<file path="src/rtl/wbus_pkg.sv">
package wbus_pkg;

  typedef enum logic [1:0] {
    SZ_BYTE = 2'd0,
    SZ_WORD = 2'd1,
    SZ_LONG = 2'd2,
    SZ_RSVD = 2'd3
  } xfer_size_e;

  localparam int LANE_W = 16;
  localparam int DATA_W = 32;

  // long word, with the unused code treated the same way
  function automatic logic size_is_long(xfer_size_e s);
    return (s == SZ_LONG) || (s == SZ_RSVD);
  endfunction

  // true when the request needs two bus cycles
  function automatic logic needs_two(xfer_size_e s, logic a0);
    return size_is_long(s) || ((s == SZ_WORD) && a0);
  endfunction

  // byte lane enables for one bus cycle; bit 1 = bits 15:8 (even byte)
  function automatic logic [1:0] beat_be(xfer_size_e s, logic a0, logic beat);
    logic [1:0] be;
    case (s)
      SZ_BYTE: be = a0 ? 2'b01 : 2'b10;
      SZ_WORD: be = !a0 ? 2'b11 : (beat ? 2'b10 : 2'b01);
      default: be = 2'b11;
    endcase
    return be;
  endfunction

  // lane-aligned write data for one bus cycle
  function automatic logic [LANE_W-1:0] beat_wdata(xfer_size_e s, logic a0,
                                                   logic beat, logic [DATA_W-1:0] wd);
    logic [LANE_W-1:0] d;
    case (s)
      SZ_BYTE: d = {wd[7:0], wd[7:0]};
      SZ_WORD: d = !a0 ? wd[15:0] : (beat ? {wd[7:0], 8'h00} : {8'h00, wd[15:8]});
      default: d = beat ? wd[15:0] : wd[31:16];
    endcase
    return d;
  endfunction

  // assemble read result from first (d0) and second (d1) bus cycle data
  function automatic logic [DATA_W-1:0] merge_read(xfer_size_e s, logic a0,
                                                   logic [LANE_W-1:0] d0,
                                                   logic [LANE_W-1:0] d1);
    logic [DATA_W-1:0] r;
    case (s)
      SZ_BYTE: r = {24'h0, (a0 ? d0[7:0] : d0[15:8])};
      SZ_WORD: r = !a0 ? {16'h0, d0} : {16'h0, d0[7:0], d1[15:8]};
      default: r = {d0, d1};
    endcase
    return r;
  endfunction

endpackage

</file>
<file path="src/rtl/wbus_lane_map.sv">
module wbus_lane_map
  import wbus_pkg::*;
#(
  parameter int ADDR_W = 16
) (
  input  xfer_size_e           size,
  input  logic [ADDR_W-1:0]    addr,
  input  logic [DATA_W-1:0]    wdata,
  input  logic                 beat,
  output logic [ADDR_W-2:0]    waddr,
  output logic [1:0]           be,
  output logic [LANE_W-1:0]    lane_wdata
);
  localparam int WA_W = ADDR_W - 1;

  always_comb begin
    waddr      = addr[ADDR_W-1:1] + {{(WA_W-1){1'b0}}, beat};
    be         = beat_be(size, addr[0], beat);
    lane_wdata = beat_wdata(size, addr[0], beat, wdata);
  end
endmodule

</file>
<file path="src/rtl/wbus_rd_merge.sv">
module wbus_rd_merge
  import wbus_pkg::*;
(
  input  xfer_size_e          size,
  input  logic                a0,
  input  logic                second_beat,
  input  logic [LANE_W-1:0]   first_q,
  input  logic [LANE_W-1:0]   lane_rdata,
  output logic [DATA_W-1:0]   merged
);
  logic [LANE_W-1:0] d0, d1;

  always_comb begin
    // finishing in the first cycle: the live lane is word 0, word 1 absent
    d0     = second_beat ? first_q : lane_rdata;
    d1     = second_beat ? lane_rdata : '0;
    merged = merge_read(size, a0, d0, d1);
  end
endmodule

</file>
<file path="src/rtl/wbus_seq_ctrl.sv">
module wbus_seq_ctrl
  import wbus_pkg::*;
#(
  parameter int ADDR_W = 16
) (
  input  logic                clk,
  input  logic                arst_n,
  input  logic                sync_rst,
  input  logic                req_valid,
  input  logic                req_write,
  input  logic [1:0]          req_size,
  input  logic [ADDR_W-1:0]   req_addr,
  input  logic [DATA_W-1:0]   req_wdata,
  input  logic [LANE_W-1:0]   mem_rdata,
  output logic                req_ready,
  output logic                busy,
  output logic                beat,
  output logic                first_clk_w,
  output xfer_size_e          cap_size,
  output logic [ADDR_W-1:0]   cap_addr,
  output logic                cap_write,
  output logic [DATA_W-1:0]   cap_wdata,
  output logic                done,
  output logic [DATA_W-1:0]   rd_data
);
  logic              busy_q, beat_q, phase_q, rst_seen_q, done_q;
  logic [LANE_W-1:0] first_q;
  logic [DATA_W-1:0] rd_q, merged_w;
  xfer_size_e        size_q;
  logic [ADDR_W-1:0] addr_q;
  logic              write_q;
  logic [DATA_W-1:0] wdata_q;

  // named internal events
  logic accept_w, end_cycle_w, rst_hit_w, go_second_w, finish_w;

  assign accept_w    = req_valid && !busy_q && !sync_rst;
  assign end_cycle_w = busy_q && phase_q;
  assign rst_hit_w   = rst_seen_q || sync_rst;
  assign go_second_w = end_cycle_w && !beat_q && needs_two(size_q, addr_q[0])
                       && !(size_is_long(size_q) && rst_hit_w);
  assign finish_w    = end_cycle_w && !go_second_w;
  assign first_clk_w = busy_q && !phase_q;

  wbus_rd_merge u_merge (
    .size        (size_q),
    .a0          (addr_q[0]),
    .second_beat (beat_q),
    .first_q     (first_q),
    .lane_rdata  (mem_rdata),
    .merged      (merged_w)
  );

  always_ff @(posedge clk or negedge arst_n) begin
    if (!arst_n) begin
      busy_q     <= 1'b0;
      beat_q     <= 1'b0;
      phase_q    <= 1'b0;
      rst_seen_q <= 1'b0;
      done_q     <= 1'b0;
      first_q    <= '0;
      rd_q       <= '0;
      size_q     <= SZ_BYTE;
      addr_q     <= '0;
      write_q    <= 1'b0;
      wdata_q    <= '0;
    end else begin
      done_q <= finish_w;
      if (accept_w) begin
        busy_q     <= 1'b1;
        beat_q     <= 1'b0;
        phase_q    <= 1'b0;
        rst_seen_q <= 1'b0;
        size_q     <= xfer_size_e'(req_size);
        addr_q     <= req_addr;
        write_q    <= req_write;
        wdata_q    <= req_wdata;
      end else if (busy_q) begin
        phase_q    <= ~phase_q;
        rst_seen_q <= rst_seen_q | sync_rst;
        if (end_cycle_w && !beat_q) first_q <= mem_rdata;
        if (go_second_w) beat_q <= 1'b1;
        if (finish_w) begin
          busy_q <= 1'b0;
          rd_q   <= merged_w;
        end
      end
    end
  end

  assign req_ready = !busy_q && !sync_rst;
  assign busy      = busy_q;
  assign beat      = beat_q;
  assign cap_size  = size_q;
  assign cap_addr  = addr_q;
  assign cap_write = write_q;
  assign cap_wdata = wdata_q;
  assign done      = done_q;
  assign rd_data   = rd_q;

  // a long word may end after its first cycle only under reset
  a_r7_trunc_needs_reset: assert property (@(posedge clk) disable iff (!arst_n)
    (finish_w && !beat_q && size_is_long(size_q)) |-> rst_hit_w);

  // a split odd-address word always proceeds to its second cycle
  a_r6_split_word_continues: assert property (@(posedge clk) disable iff (!arst_n)
    (end_cycle_w && !beat_q && size_q == SZ_WORD && addr_q[0]) |=> (busy_q && beat_q));

  // once the second cycle has begun it runs to its end
  a_r8_second_cycle_runs: assert property (@(posedge clk) disable iff (!arst_n)
    (busy_q && beat_q && !phase_q) |=> (busy_q && beat_q && phase_q));

  // nothing is taken while the reset request is high
  a_r9_no_accept_in_reset: assert property (@(posedge clk) disable iff (!arst_n)
    (sync_rst && !busy_q) |=> !busy_q);
endmodule

</file>
<file path="src/rtl/wbus_seq.sv">
module wbus_seq
  import wbus_pkg::*;
#(
  parameter int ADDR_W = 16
) (
  input  logic                 clk,
  input  logic                 arst_n,
  input  logic                 sync_rst,
  input  logic                 req_valid,
  output logic                 req_ready,
  input  logic                 req_write,
  input  logic [1:0]           req_size,
  input  logic [ADDR_W-1:0]    req_addr,
  input  logic [31:0]          req_wdata,
  output logic                 done,
  output logic [31:0]          rd_data,
  output logic                 mem_en,
  output logic                 mem_we,
  output logic [ADDR_W-2:0]    mem_waddr,
  output logic [1:0]           mem_be,
  output logic [15:0]          mem_wdata,
  input  logic [15:0]          mem_rdata
);
  logic              busy_w, beat_w, first_clk_w, cap_write_w;
  xfer_size_e        cap_size_w;
  logic [ADDR_W-1:0] cap_addr_w;
  logic [31:0]       cap_wdata_w;

  wbus_seq_ctrl #(.ADDR_W(ADDR_W)) u_ctrl (
    .clk         (clk),
    .arst_n      (arst_n),
    .sync_rst    (sync_rst),
    .req_valid   (req_valid),
    .req_write   (req_write),
    .req_size    (req_size),
    .req_addr    (req_addr),
    .req_wdata   (req_wdata),
    .mem_rdata   (mem_rdata),
    .req_ready   (req_ready),
    .busy        (busy_w),
    .beat        (beat_w),
    .first_clk_w (first_clk_w),
    .cap_size    (cap_size_w),
    .cap_addr    (cap_addr_w),
    .cap_write   (cap_write_w),
    .cap_wdata   (cap_wdata_w),
    .done        (done),
    .rd_data     (rd_data)
  );

  wbus_lane_map #(.ADDR_W(ADDR_W)) u_lanes (
    .size       (cap_size_w),
    .addr       (cap_addr_w),
    .wdata      (cap_wdata_w),
    .beat       (beat_w),
    .waddr      (mem_waddr),
    .be         (mem_be),
    .lane_wdata (mem_wdata)
  );

  assign mem_en = busy_w;
  assign mem_we = busy_w && cap_write_w;

  // the array port is held for both clocks of a bus cycle
  a_r2_cycle_two_clocks: assert property (@(posedge clk) disable iff (!arst_n)
    (mem_en && first_clk_w) |=> (mem_en && $stable(mem_waddr) && $stable(mem_be)
                                 && $stable(mem_we)));

  // the completion strobe lasts one clock
  a_r10_done_single: assert property (@(posedge clk) disable iff (!arst_n)
    done |=> !done);

  // the result is held between completions
  a_r10_rd_held: assert property (@(posedge clk) disable iff (!arst_n)
    !done |-> $stable(rd_data));

  // no request accepted while the reset request is high
  a_r9_ready_low: assert property (@(posedge clk) disable iff (!arst_n)
    sync_rst |-> !req_ready);
endmodule

</file>
<file path="config.mk">
export PLATFORM = sky130hd
export DESIGN_NAME = wbus_seq
export DESIGN_NICKNAME = d
export VERILOG_FILES = /design/src/rtl/wbus_pkg.sv /design/src/rtl/wbus_lane_map.sv /design/src/rtl/wbus_rd_merge.sv /design/src/rtl/wbus_seq_ctrl.sv /design/src/rtl/wbus_seq.sv
export SDC_FILE = /design/constraint.sdc
export NUM_CORES = 1
export LEC_CHECK = 0
export ABC_AREA = 1
export BUFFER_PORTS_ARGS = -buffer_cell sky130_fd_sc_hd__buf_2
export CAP_MARGIN = 15
export CORE_UTILIZATION = 47
export DETAILED_ROUTE_END_ITERATION = 7
export PLACE_DENSITY = 0.72
export SLEW_MARGIN = 20
export SYNTH_ARGS = -nofsm -noshare
export SYNTH_HDL_FRONTEND = slang
export SYNTH_SLANG_ARGS = --single-unit
</file>
<file path="constraint.sdc">
create_clock -name clk -period 6.1 [get_ports clk]
set_clock_uncertainty 0.2 [all_clocks]
set_input_delay 1.22 -clock clk [delete_from_list [all_inputs] [get_ports clk]]
set_output_delay 1.22 -clock clk [all_outputs]
set_load 0.05 [all_outputs]
</file>
[Word level (Yosys, flattened, before mapping)]
Cells that the tools add are included.
Storage, ports and cells
  flip-flop bits (word level): 104
  input bits: 71
  output and inout port bits: 69
  logic and storage cells: 66
Operators by class
  $add $sub $neg: 1
  equality and inequality tests: 3
  muxes and demuxes: 23
  bitwise operators: 3
  reductions and logical operators: 25
Operators by type and width (number)
  $mux 16: 6
  $pmux 32 s2: 1
  $pmux 16 s2: 1
  $add 15x1->15: 1
  $logic_and 1x1->1: 11
  $mux 1: 10
  $mux 8: 1
  $mux 2: 3
  $reduce_and 3->1: 2
  $logic_not 1->1: 5
  $eq 2x2->1 const B: 2
  $pmux 2 s2: 1
  $reduce_bool 2->1: 2
  $logic_or 1x1->1: 3
  $eq 2x1->1 const B: 1
  $logic_not 2->1: 1
  $not 1->1: 2
  $reduce_and 2->1: 1
  $or 1x1->1: 1

[Logic depth before layout (Yosys ltp)]
Gate-level depths: netlist of run 1.
  depth in word-level cells: 10
  mapped depth: 10
  depth with buffers taken out: 9

[Cells and area by module]
Synthesis of run 1 repeated with hierarchy kept, for this count alone.
Second synthesis, totals
  cells, all modules: 780
  area, all modules: 5709.2 sq um
Modules (own cells, without submodules)
  wbus_seq_ctrl: times used 1, cells each 445, area an instance 3980.1 sq um
  wbus_lane_map: times used 1, cells each 180, area an instance 954.7 sq um
  wbus_rd_merge: times used 1, cells each 153, area an instance 767.0 sq um
  wbus_seq: times used 1, cells each 2, area an instance 7.5 sq um

[Worst setup path before layout of run 1]
OpenSTA, ideal clock, no wires.
  kind: register to output
  from: reg u_ctrl.addr_q[0], in the netlist u_ctrl.cap_addr[0]
  to: out mem_wdata[3]
  arrival time: 2516 ps
  slack: 2164 ps
  cell stages (with the launch flop): 5
  path buffers: 1
  cell sequence: dfrtp_1 -> buf_2 -> nand2_1 -> inv_1 -> o311ai_0
On the way
  word-level cells in the longest chain between the ends: 2
Ends and longest elaborated chain
  start, declared: line wbus_seq_ctrl.sv:30  | logic [ADDR_W-1:0] addr_q;
  start signal, assigned: line wbus_seq_ctrl.sv:75  | addr_q <= req_addr;
  $mux 16: line wbus_pkg.sv:40  | SZ_WORD: d = !a0 ? wd[15:0] : (beat ? {wd[7:0], 8'h00} : {8'h00, wd[15:8]});
  $pmux 16 s2: line wbus_pkg.sv:38  | case (s)
  end, declared: line wbus_seq.sv:21  | output logic [15:0] mem_wdata,
Every way passes these cells.

[Worst setup path after layout of run 1]
  from: reg u_ctrl.beat_q, in the netlist u_ctrl.beat
  to: out mem_waddr[10]
On the way
  word-level cells in the longest chain between the ends: 1
Ends and longest elaborated chain
  start, declared: line wbus_seq_ctrl.sv:26  | logic busy_q, beat_q, phase_q, rst_seen_q, done_q;
  start signal, assigned: line wbus_seq_ctrl.sv:57  | beat_q <= 1'b0;
  start signal, assigned: line wbus_seq_ctrl.sv:71  | beat_q <= 1'b0;
  start signal, assigned: line wbus_seq_ctrl.sv:82  | if (go_second_w) beat_q <= 1'b1;
  $add 15x1->15: line wbus_lane_map.sv:17  | waddr = addr[ADDR_W-1:1] + {{(WA_W-1){1'b0}}, beat};
  end, declared: line wbus_seq.sv:19  | output logic [ADDR_W-2:0] mem_waddr,
Every way passes these cells.

==> summary.md, run 1 <==
| Metric | Value |
|---|---|
| Wirelength per Cell | ~14 um |
| Max VDD drop | 0.5264 mV |
| Clock-pin slew reported for the worst setup and hold paths after clock tree synthesis | 0.07 ns |
| Skew-Pair Late Insertion Delay | 0.35 ns |
| Maxcap violations | 0 |
| Ys Warns | 0 |
| Cell family with most CP delay | flip-flops |
| Hold path startpoint | u_ctrl.first_q[7]$_DFFE_PN0P_ |
| Library cell with the largest summed area after synthesis | sky130_fd_sc_hd__dfrtp_1 |
| Maximum number of pins on one net before global-route repair | 68 |
| Worst hold slack after final layout | roughly 0.27 ns |
| Fmax | about 230 MHz |
| Arrival time reported for the critical path endpoint | 2.92 ns |
| Power density over the cells | 672.0 nW/um^2 |
| Number of sinks driven by the clock tree | 104 |
| Reported net switching power | between 2000 and 2500 uW |
| Sw Ratio | 54.90% |
| Post-synthesis async set-or-reset flop share | 100.0% |
| Startpoint of the most critical setup path | u_ctrl.beat$_DFFE_PN0P_ |
| Critical path launch point type | flop |
| DP Wirelength | 9.858 mm |
| # port buffers | roughly 140 |
| Portion of the post-synthesis area used by sequential elements | between 40% and 50% |
| Overall Global Routing Usage | between 20 and 30% |
| Area of the core | 11370 um^2 |
| Placer congestion estimate | 0.8790 |
| Horiz. Die Dim | 109.9 um |
| Number of H-tree branching levels | 3 |
| Post-detailed-route DRC marker count | 0 |
| Static Leakage | 0.003567 uW |
| Number of buffer and inverter instances along the worst setup path | 1 |
| Required @ worst endpoint | 4.68 ns |
| Number of nets still failing antenna checks after routing | 0 |
| Number of top-level design ports | 140 |
| FF-to-FF setup slack | 2.95 ns |
| Maximum clock path buffer count | 2 |
| Detailed-routing iteration count for the pre-antenna-repair pass | 6 |
| Inserted Clock Buffers | 9 |
| Count of hold buffers inserted by post-cts repair | 0 |
| Area growth from synthesis to final layout | 18.51% |
| Setup repair after global routing missed its margin | no |
| Synthesized Nets | 833 |
| Number of global-route vias before repair | 4931 |
| Most instantiated flip-flop cell in the synthesis netlist | sky130_fd_sc_hd__dfrtp_1 |
| Critical Setup Path Class | reg -> out |
| Starting density of the core | 48.10% |
| Critical Path, Cell by Cell | ha_1 -> ha_1 -> nand3_1 -> nor2_1 -> nand2_1 -> nor2_1 -> xor2_1 -> buf_2 |
| CTS tree | built |
| Chip height | 109.9 um |
| Number of vias in the routed layout | 5291 |
| Number of instances in the synthesized netlist | 760 |
| Share of final-layout standard cells stronger than drive strength 1 | 19.23% |
| Power share of the sequential group | about 30% |
| Class of the worst hold path | reg -> reg |
| Share of the synthesized area in the top cell type | between 40% and 50% |
| Count of cells resized by post-cts repair | 0 |
| # fillers | 1112 |
| Initial DRC Count | 292 |
| Min Tclk post-route | 4.335 ns |
| Biggest area contributors in the synthesized netlist | sky130_fd_sc_hd__dfrtp_1 (48%), sky130_fd_sc_hd__nand2_1 (27%), sky130_fd_sc_hd__nand3_1 (5.5%), sky130_fd_sc_hd__o21ai_0 (4.5%), sky130_fd_sc_hd__nor2_1 (1.7%) |
| Area of the die | 12070 um^2 |
| Register bit count reported by yosys | roughly 100 |
| Number of antenna cells inserted | 0 |
| Worst hold path cell count | 2 |
| Post-synthesis compound-gate area fraction | around 8.5% |
| Per-cell via count in the routed design | 5.177 |
| Total Wirelength | 14.44 mm |
| Simple-gate share of the synthesized area | 36.33% |
| Largest stage delay on the critical path | 0.96 ns |
| Measured slew at the worst slew-check pin | 1.074 ns |
| Count of pins over their slew limit | 0 |
| Yosys cell types | 30 |
| Pre-CTS WS | 2.144 ns |
| Post CTS Setup Buffer Count | 0 |
| Depth of the worst register-to-register path | 7 |
| Fin nets | 948 |
| End point of the worst hold path | u_ctrl.first_q[7]$_DFFE_PN0P_ |
| Setup TNS | 0 ns |
| Internal Dissipation | 1964 uW |
| Part of the power in the clock network | 14.2% |
| Number of placement rows | 39 |
| Final critical-path share of the clock period | 71.07% |
| Reg2reg start | u_ctrl.beat$_DFFE_PN0P_ |
| Residual overflow from global routing | 0 |
| Post-layout worst setup margin | around 1.8 ns |
| Area share of fa/ha/maj cells after synthesis | 0.4576% |
| Worst-case headroom to the max-slew limit | between 20 and 30% |
| Count of flip-flops with a built-in enable after synthesis | 0 |
| End of the worst register-to-register path | u_ctrl.rd_data[14]$_DFFE_PN0P_ |
| Highest net fanout along the worst path | 28 |
| Initial antenna violation count | 0 |
| Wire length of the first global-routing pass | 23.55 mm |
| Run status | completed |
| Portion of netlist area occupied by mux cells | 0% |
| Xor/xnor cell area share of the yosys netlist | 1.601% |
| Combinational group share of total power | 56.2% |
| Setup violations, final | 0 |
| Combinational family with the most area after synthesis | simple AND/OR/NAND/NOR gates |
| Master of the slowest instance on the critical path | sky130_fd_sc_hd__dfrtp_1 |
| Final hold violation count | 0 |
| Avg Cell Area, Syn | slightly above 7 um^2 |
| Clock tree root buffer cell | sky130_fd_sc_hd__clkbuf_16 |
| Capturing element type of the critical path | output port |
| Netlist Area Pre-Place | ~5500 um^2 |
-- metal layers --
metal	up-vias	global-route usage (%)	share of wire (%)
met1	2406	35.04	46
met3	20	2.845	6.3
li1	2661	-	-
met4	0	9.905	2.1
met5	-	0	0
met2	204	41.07	46
-- state kept, by name (all words and copies together), names as in the netlist --
signal	count
u_ctrl.phase_q	1
u_ctrl.rst_seen_q	1
u_ctrl.cap_addr	16
u_ctrl.cap_wdata	32
u_ctrl.done	1
u_ctrl.first_q	16
u_ctrl.busy	1
u_ctrl.rd_data	32
u_ctrl.cap_size	2
u_ctrl.cap_write	1
u_ctrl.beat	1
-- through the flow --
stage	instance area (um^2)	utilization (%)	instances	total power, uW
CTS	6481	57.00	1022	4370
global route	6481	57.00	1022	4666
finish	6481	57.00	1022	4355
detailed placement	6171	54.28	1007	3748
global placement	6171	54.28	1007	3724
floorplan	5469	-	760	3183
-- placed cells by master, fill, tap and decap left out, drive strengths merged --
| master | netlist | final |
|---|---|---|
| ha | 2 | 2 |
| xor2 | 7 | 7 |
| inv | 24 | 24 |
| clkinv | 0 | 2 |
| o211ai | 3 | 3 |
| a21oi | 17 | 17 |
| o21ai | 54 | 54 |
| o221ai | 6 | 6 |
| nand3b | 1 | 1 |
| o311ai | 2 | 2 |
| nand2 | 403 | 403 |
| a22oi | 1 | 1 |
| o2111ai | 1 | 1 |
| clkinvlp | 0 | 2 |
| nor3 | 2 | 2 |
| bufinv | 0 | 2 |
| buf | 25 | 144 |
| nand4 | 2 | 2 |
| clkbuf | 15 | 9 |
| nor2 | 28 | 28 |
| nand3 | 60 | 60 |
| dfrtp | 104 | 104 |
| xnor2 | 3 | 3 |
-- cell usage after synthesis (all sizes together), types with 2 or more instances --
master  number
ha           2
o311ai       2
buf         25
o21ai       54
o211ai       3
nand4        2
inv         24
nor3         2
nor2        28
a21oi       17
o221ai       6
nand3       60
xnor2        3
dfrtp      104
nand2      403
clkbuf      15
xor2         7
-- tightest hold or removal path, cell delays in order (launching register included) --
cell,delay [ns]
sky130_fd_sc_hd__dfrtp_1,0.34
sky130_fd_sc_hd__nand2_1,0.05
sky130_fd_sc_hd__nand2_1,0.05
-- power by group through the flow --
stage,Sequential (uW),Combinational [uW],Clock (uW)
3_3_place_gp,1290,2430,0
6_report,1290,2450,618
5_1_grt,1340,2680,647
2_1_floorplan,1550,1630,0
3_5_place_dp,1300,2450,0
4_1_cts,1290,2460,620
-- cell type report --
type / instances / area [um^2] / share of cell area [%]
clock buffers: 9 / 225.2 / 3.475
repair buffers: 144 / 735.7 / 11.35
inverters: 24 / 90.09 / 1.390
well taps: 143 / 178.9 / 2.761
clock inverters: 6 / 85.08 / 1.313
flip-flops and latches: 104 / 2603 / 40.15
multi-input cells: 592 / 2564 / 39.56
-- worst max path at each step --
stage	end	slack [ns]	cells after the start
finish	mem_waddr[10]	1.76	8
floorplan	mem_wdata[3]	2.16	4
CTS	mem_waddr[10]	1.75	8
global placement	mem_waddr[10]	2.17	8
global route	mem_waddr[10]	1.59	8
detailed placement	mem_waddr[10]	2.14	8
-- logic make-up after synthesis --
| group | Yosys count |
|---|---|
| and+or+nand+nor | 496 |
| DFF | 104 |
| xor gates and xnor gates | 10 |
| AOI/OAI and AO/OA | 84 |
| adders and majority gates | 2 |
| buffers and inverters | 64 |
Note: power is estimated with default switching activity, not from simulation.
==> run 2: changes to the inputs <==
Clock period 6.1 ns to 4.52 ns, I/O delays scaled along.
==> run 2 against run 1 <==
  * Setup slack got worse by 0.70 ns
  * Register-to-register slack got worse by 0.95 ns
  * Clock power increased by 15%
  * Flip-flop and latch count unchanged
  * Largest cell class unchanged
  * Combinational power increased by 38%
  * Highest routed layer unchanged
  * Die area unchanged
  * Worst hold slack improved by 0.00090 ns
  * First-iteration DRC count increased by 30%
  * Global-route usage increased by 0.19 points
  * Via count increased by 0.57%
==> summary.md, run 2 (same netlist as run 1, synthesis figures left out) <==
| Metric | Value |
|---|---|
| Chip height | 109.9 um (unchanged) |
| Cell area after placement | 6201 um^2 (+0.49%) |
| Static Leakage | 0.003571 uW (+0.11%) |
| Measured slew at the worst slew-check pin | 1.045 ns (-0.02878 ns) |
| Maximum number of pins on one net before global-route repair | 71 (+4.4%) |
| Setup TNS | 0 ns (unchanged) |
| Post CTS Setup Buffer Count | 0 (unchanged) |
| Arrival time reported for the critical path endpoint | 2.35 ns (-0.57 ns) |
| Most common library cell in the layout ignoring fill and taps | sky130_fd_sc_hd__nand2_1 |
| DR top layer | met4 |
| Starting density of the core | 48.10% (unchanged) |
| Residual overflow from global routing | 0 (unchanged) |
| Inserted Clock Buffers | 9 (unchanged) |
| Most frequent cells in the layout | sky130_fd_sc_hd__nand2_1 (400), sky130_fd_sc_hd__buf_2 (138), sky130_fd_sc_hd__dfrtp_1 (104) |
| Number of antenna cells inserted | 0 (unchanged) |
| Worst-case headroom to the max-slew limit | 30.34% (+1.9 points) |
| Number of H-tree branching levels | 3 (unchanged) |
| Met3 Routed Length | 1.015 mm (+12%) |
| Wirelength per Cell | 14.36 um (+1.6%) |
| Post-detailed-route DRC marker count | 0 (unchanged) |
| Per-cell via count in the routed design | 5.181 (about the same) |
| Fmax | approximately 290 MHz |
| Placer congestion estimate | 0.8792 (about the same) |
| Capturing element type of the critical path | output port |
| Class of the worst hold path | reg -> reg |
| Overall Global Routing Usage | 25.64% (+0.19 points) |
| DP Wirelength | 10.12 mm (+2.7%) |
| Maxcap violations | 0 (unchanged) |
| # fillers | 1123 (+0.99%) |
| Number of placement rows | 39 (unchanged) |
| Clock tree root buffer cell | sky130_fd_sc_hd__clkbuf_16 |
| Initial antenna violation count | 0 (unchanged) |
| Detailed-routing iteration count for the pre-antenna-repair pass | 4 (-2) |
| Wire length the detailed router placed on met1 | 6.605 mm (-0.26%) |
| Area growth from synthesis to final layout | 18.23% |
| Fin nets | 952 (+0.42%) |
| Area of the die | 12070 um^2 (unchanged) |
| Min Tclk post-route | about 3.5 ns |
| # port buffers | 139 (unchanged) |
| Number of vias in the routed layout | 5321 (+0.57%) |
| Critical path launch point type | flop |
| Initial DRC Count | 381 (+30%) |
| Final hold violation count | 0 (unchanged) |
| Setup repair after global routing missed its margin | no |
| Number of global-route vias before repair | 4919 (-0.24%) |
| Critical Setup Path Class | reg -> out |
| Clock-pin slew reported for the worst setup and hold paths after clock tree synthesis | 0.07 ns (about the same) |
| Count of hold buffers inserted by post-cts repair | 0 (unchanged) |
| Power density over the cells | 895.6 nW/um^2 (+33%) |
| Share of final-layout standard cells stronger than drive strength 1 | 19.57% (+0.34 points) |
| Register Area | 2603 um^2 (unchanged) |
| Horiz. Die Dim | 109.9 um (unchanged) |
| Total Wirelength | 14.75 mm (+2.1%) |
| Skew-Pair Late Insertion Delay | 0.35 ns (about the same) |
| Area of the core | 11370 um^2 (unchanged) |
| Setup violations, final | 0 (unchanged) |
| Count of pins over their slew limit | 0 (unchanged) |
| Number of top-level design ports | 140 (unchanged) |
| Post-layout worst setup margin | 1.066 ns (-0.6987 ns) |
| Number of sinks driven by the clock tree | 104 (unchanged) |
| Final critical-path share of the clock period | roughly three quarters |
| Area used by multi-input combinational logic | 2564 um^2 (unchanged) |
| Max VDD drop | 0.5971 mV (+13%) |
| Count of cells resized by post-cts repair | 0 (unchanged) |
| Required @ worst endpoint | 3.42 ns (-1.26 ns) |
| Pre-CTS WS | 1.440 ns (-0.7044 ns) |
| Overall power consumption | 5791 uW (+33%) |
| Number of nets still failing antenna checks after routing | 0 (unchanged) |
| Met2 wire length | 6.724 mm (+2.0%) |
| Design Area, Final | 6466 um^2 (-0.23%) |
| Maximum clock path buffer count | 2 (unchanged) |
| CTS tree | built |
| Highest net fanout along the worst path | 36 (+29%) |
| Run status | completed |
| Wire length of the first global-routing pass | 23.56 mm (about the same) |
## run 2: cell count changes in the layout (fill, tap and decap cells not counted)
cell / previous run / this run
sky130_fd_sc_hd__clkinv_4: 0 / 1
sky130_fd_sc_hd__clkinvlp_4: 2 / 1
sky130_fd_sc_hd__clkbuf_1: 0 / 1
sky130_fd_sc_hd__clkinv_2: 2 / 4
sky130_fd_sc_hd__buf_4: 6 / 10
sky130_fd_sc_hd__bufinv_16: 2 / 0
## run 2: worst paths after layout
kind,cells past startpoint,endpoint,start,slack [ns]
max in group asynchronous,2,u_ctrl.cap_wdata[27]$_DFFE_PN0P_,arst_n,2.85
worst min-delay path,2,u_ctrl.first_q[8]$_DFFE_PN0P_,u_ctrl.first_q[8]$_DFFE_PN0P_,0.28
min in group asynchronous,1,u_ctrl.rd_data[11]$_DFFE_PN0P_,arst_n,0.49
worst min register to register,2,u_ctrl.first_q[8]$_DFFE_PN0P_,u_ctrl.first_q[8]$_DFFE_PN0P_,0.28
worst max register to register,8,u_ctrl.rd_data[12]$_DFFE_PN0P_,u_ctrl.beat$_DFFE_PN0P_,2.00
worst max-delay path,7,mem_wdata[2],u_ctrl.cap_size[1]$_DFFE_PN0P_,1.07
## run 2: per-stage QoR
step	util [%]	hold WS [ns]	cells
after floorplan	-	0.2422	760
after global placement	54.54	0.2565	1011
after detailed placement	54.54	0.2600	1011
after CTS	56.87	0.2777	1027
after global routing	56.87	0.2990	1027
final	56.87	0.2756	1027
## run 2: critical path, cell delays in order, from the launching register on
cell and delay, ns:
sky130_fd_sc_hd__dfrtp_1 0.38, sky130_fd_sc_hd__buf_4 0.26, sky130_fd_sc_hd__nor2_8 0.30, sky130_fd_sc_hd__nand2_4 0.10, sky130_fd_sc_hd__nor2_2 0.37, sky130_fd_sc_hd__nand2_1 0.09
sky130_fd_sc_hd__a22oi_1 0.19, sky130_fd_sc_hd__buf_2 0.30
## run 2: report_power, final
group	switching, uW	internal (uW)
registers	312	1370
clock network	341	371
logic	2580	815
## run 2: area by class of cell
class                      count  share of cell area, %
sequential                   104                  40.25
multi-input combinational    592                  39.65
timing repair buffer         148                  11.84
clock buffer                  10                  3.541
tap                          143                  2.767
inverter                      24                  1.393
clock inverter                 6                 0.5611
## run 2: routing by layer
| layer | vias up | GRT usage [%] |
|---|---|---|
| li1 | 2657 | - |
| met1 | 2413 | 35.18 |
| met2 | 221 | 40.67 |
| met3 | 30 | 2.964 |
| met4 | 0 | 11.52 |
| met5 | - | 0 |
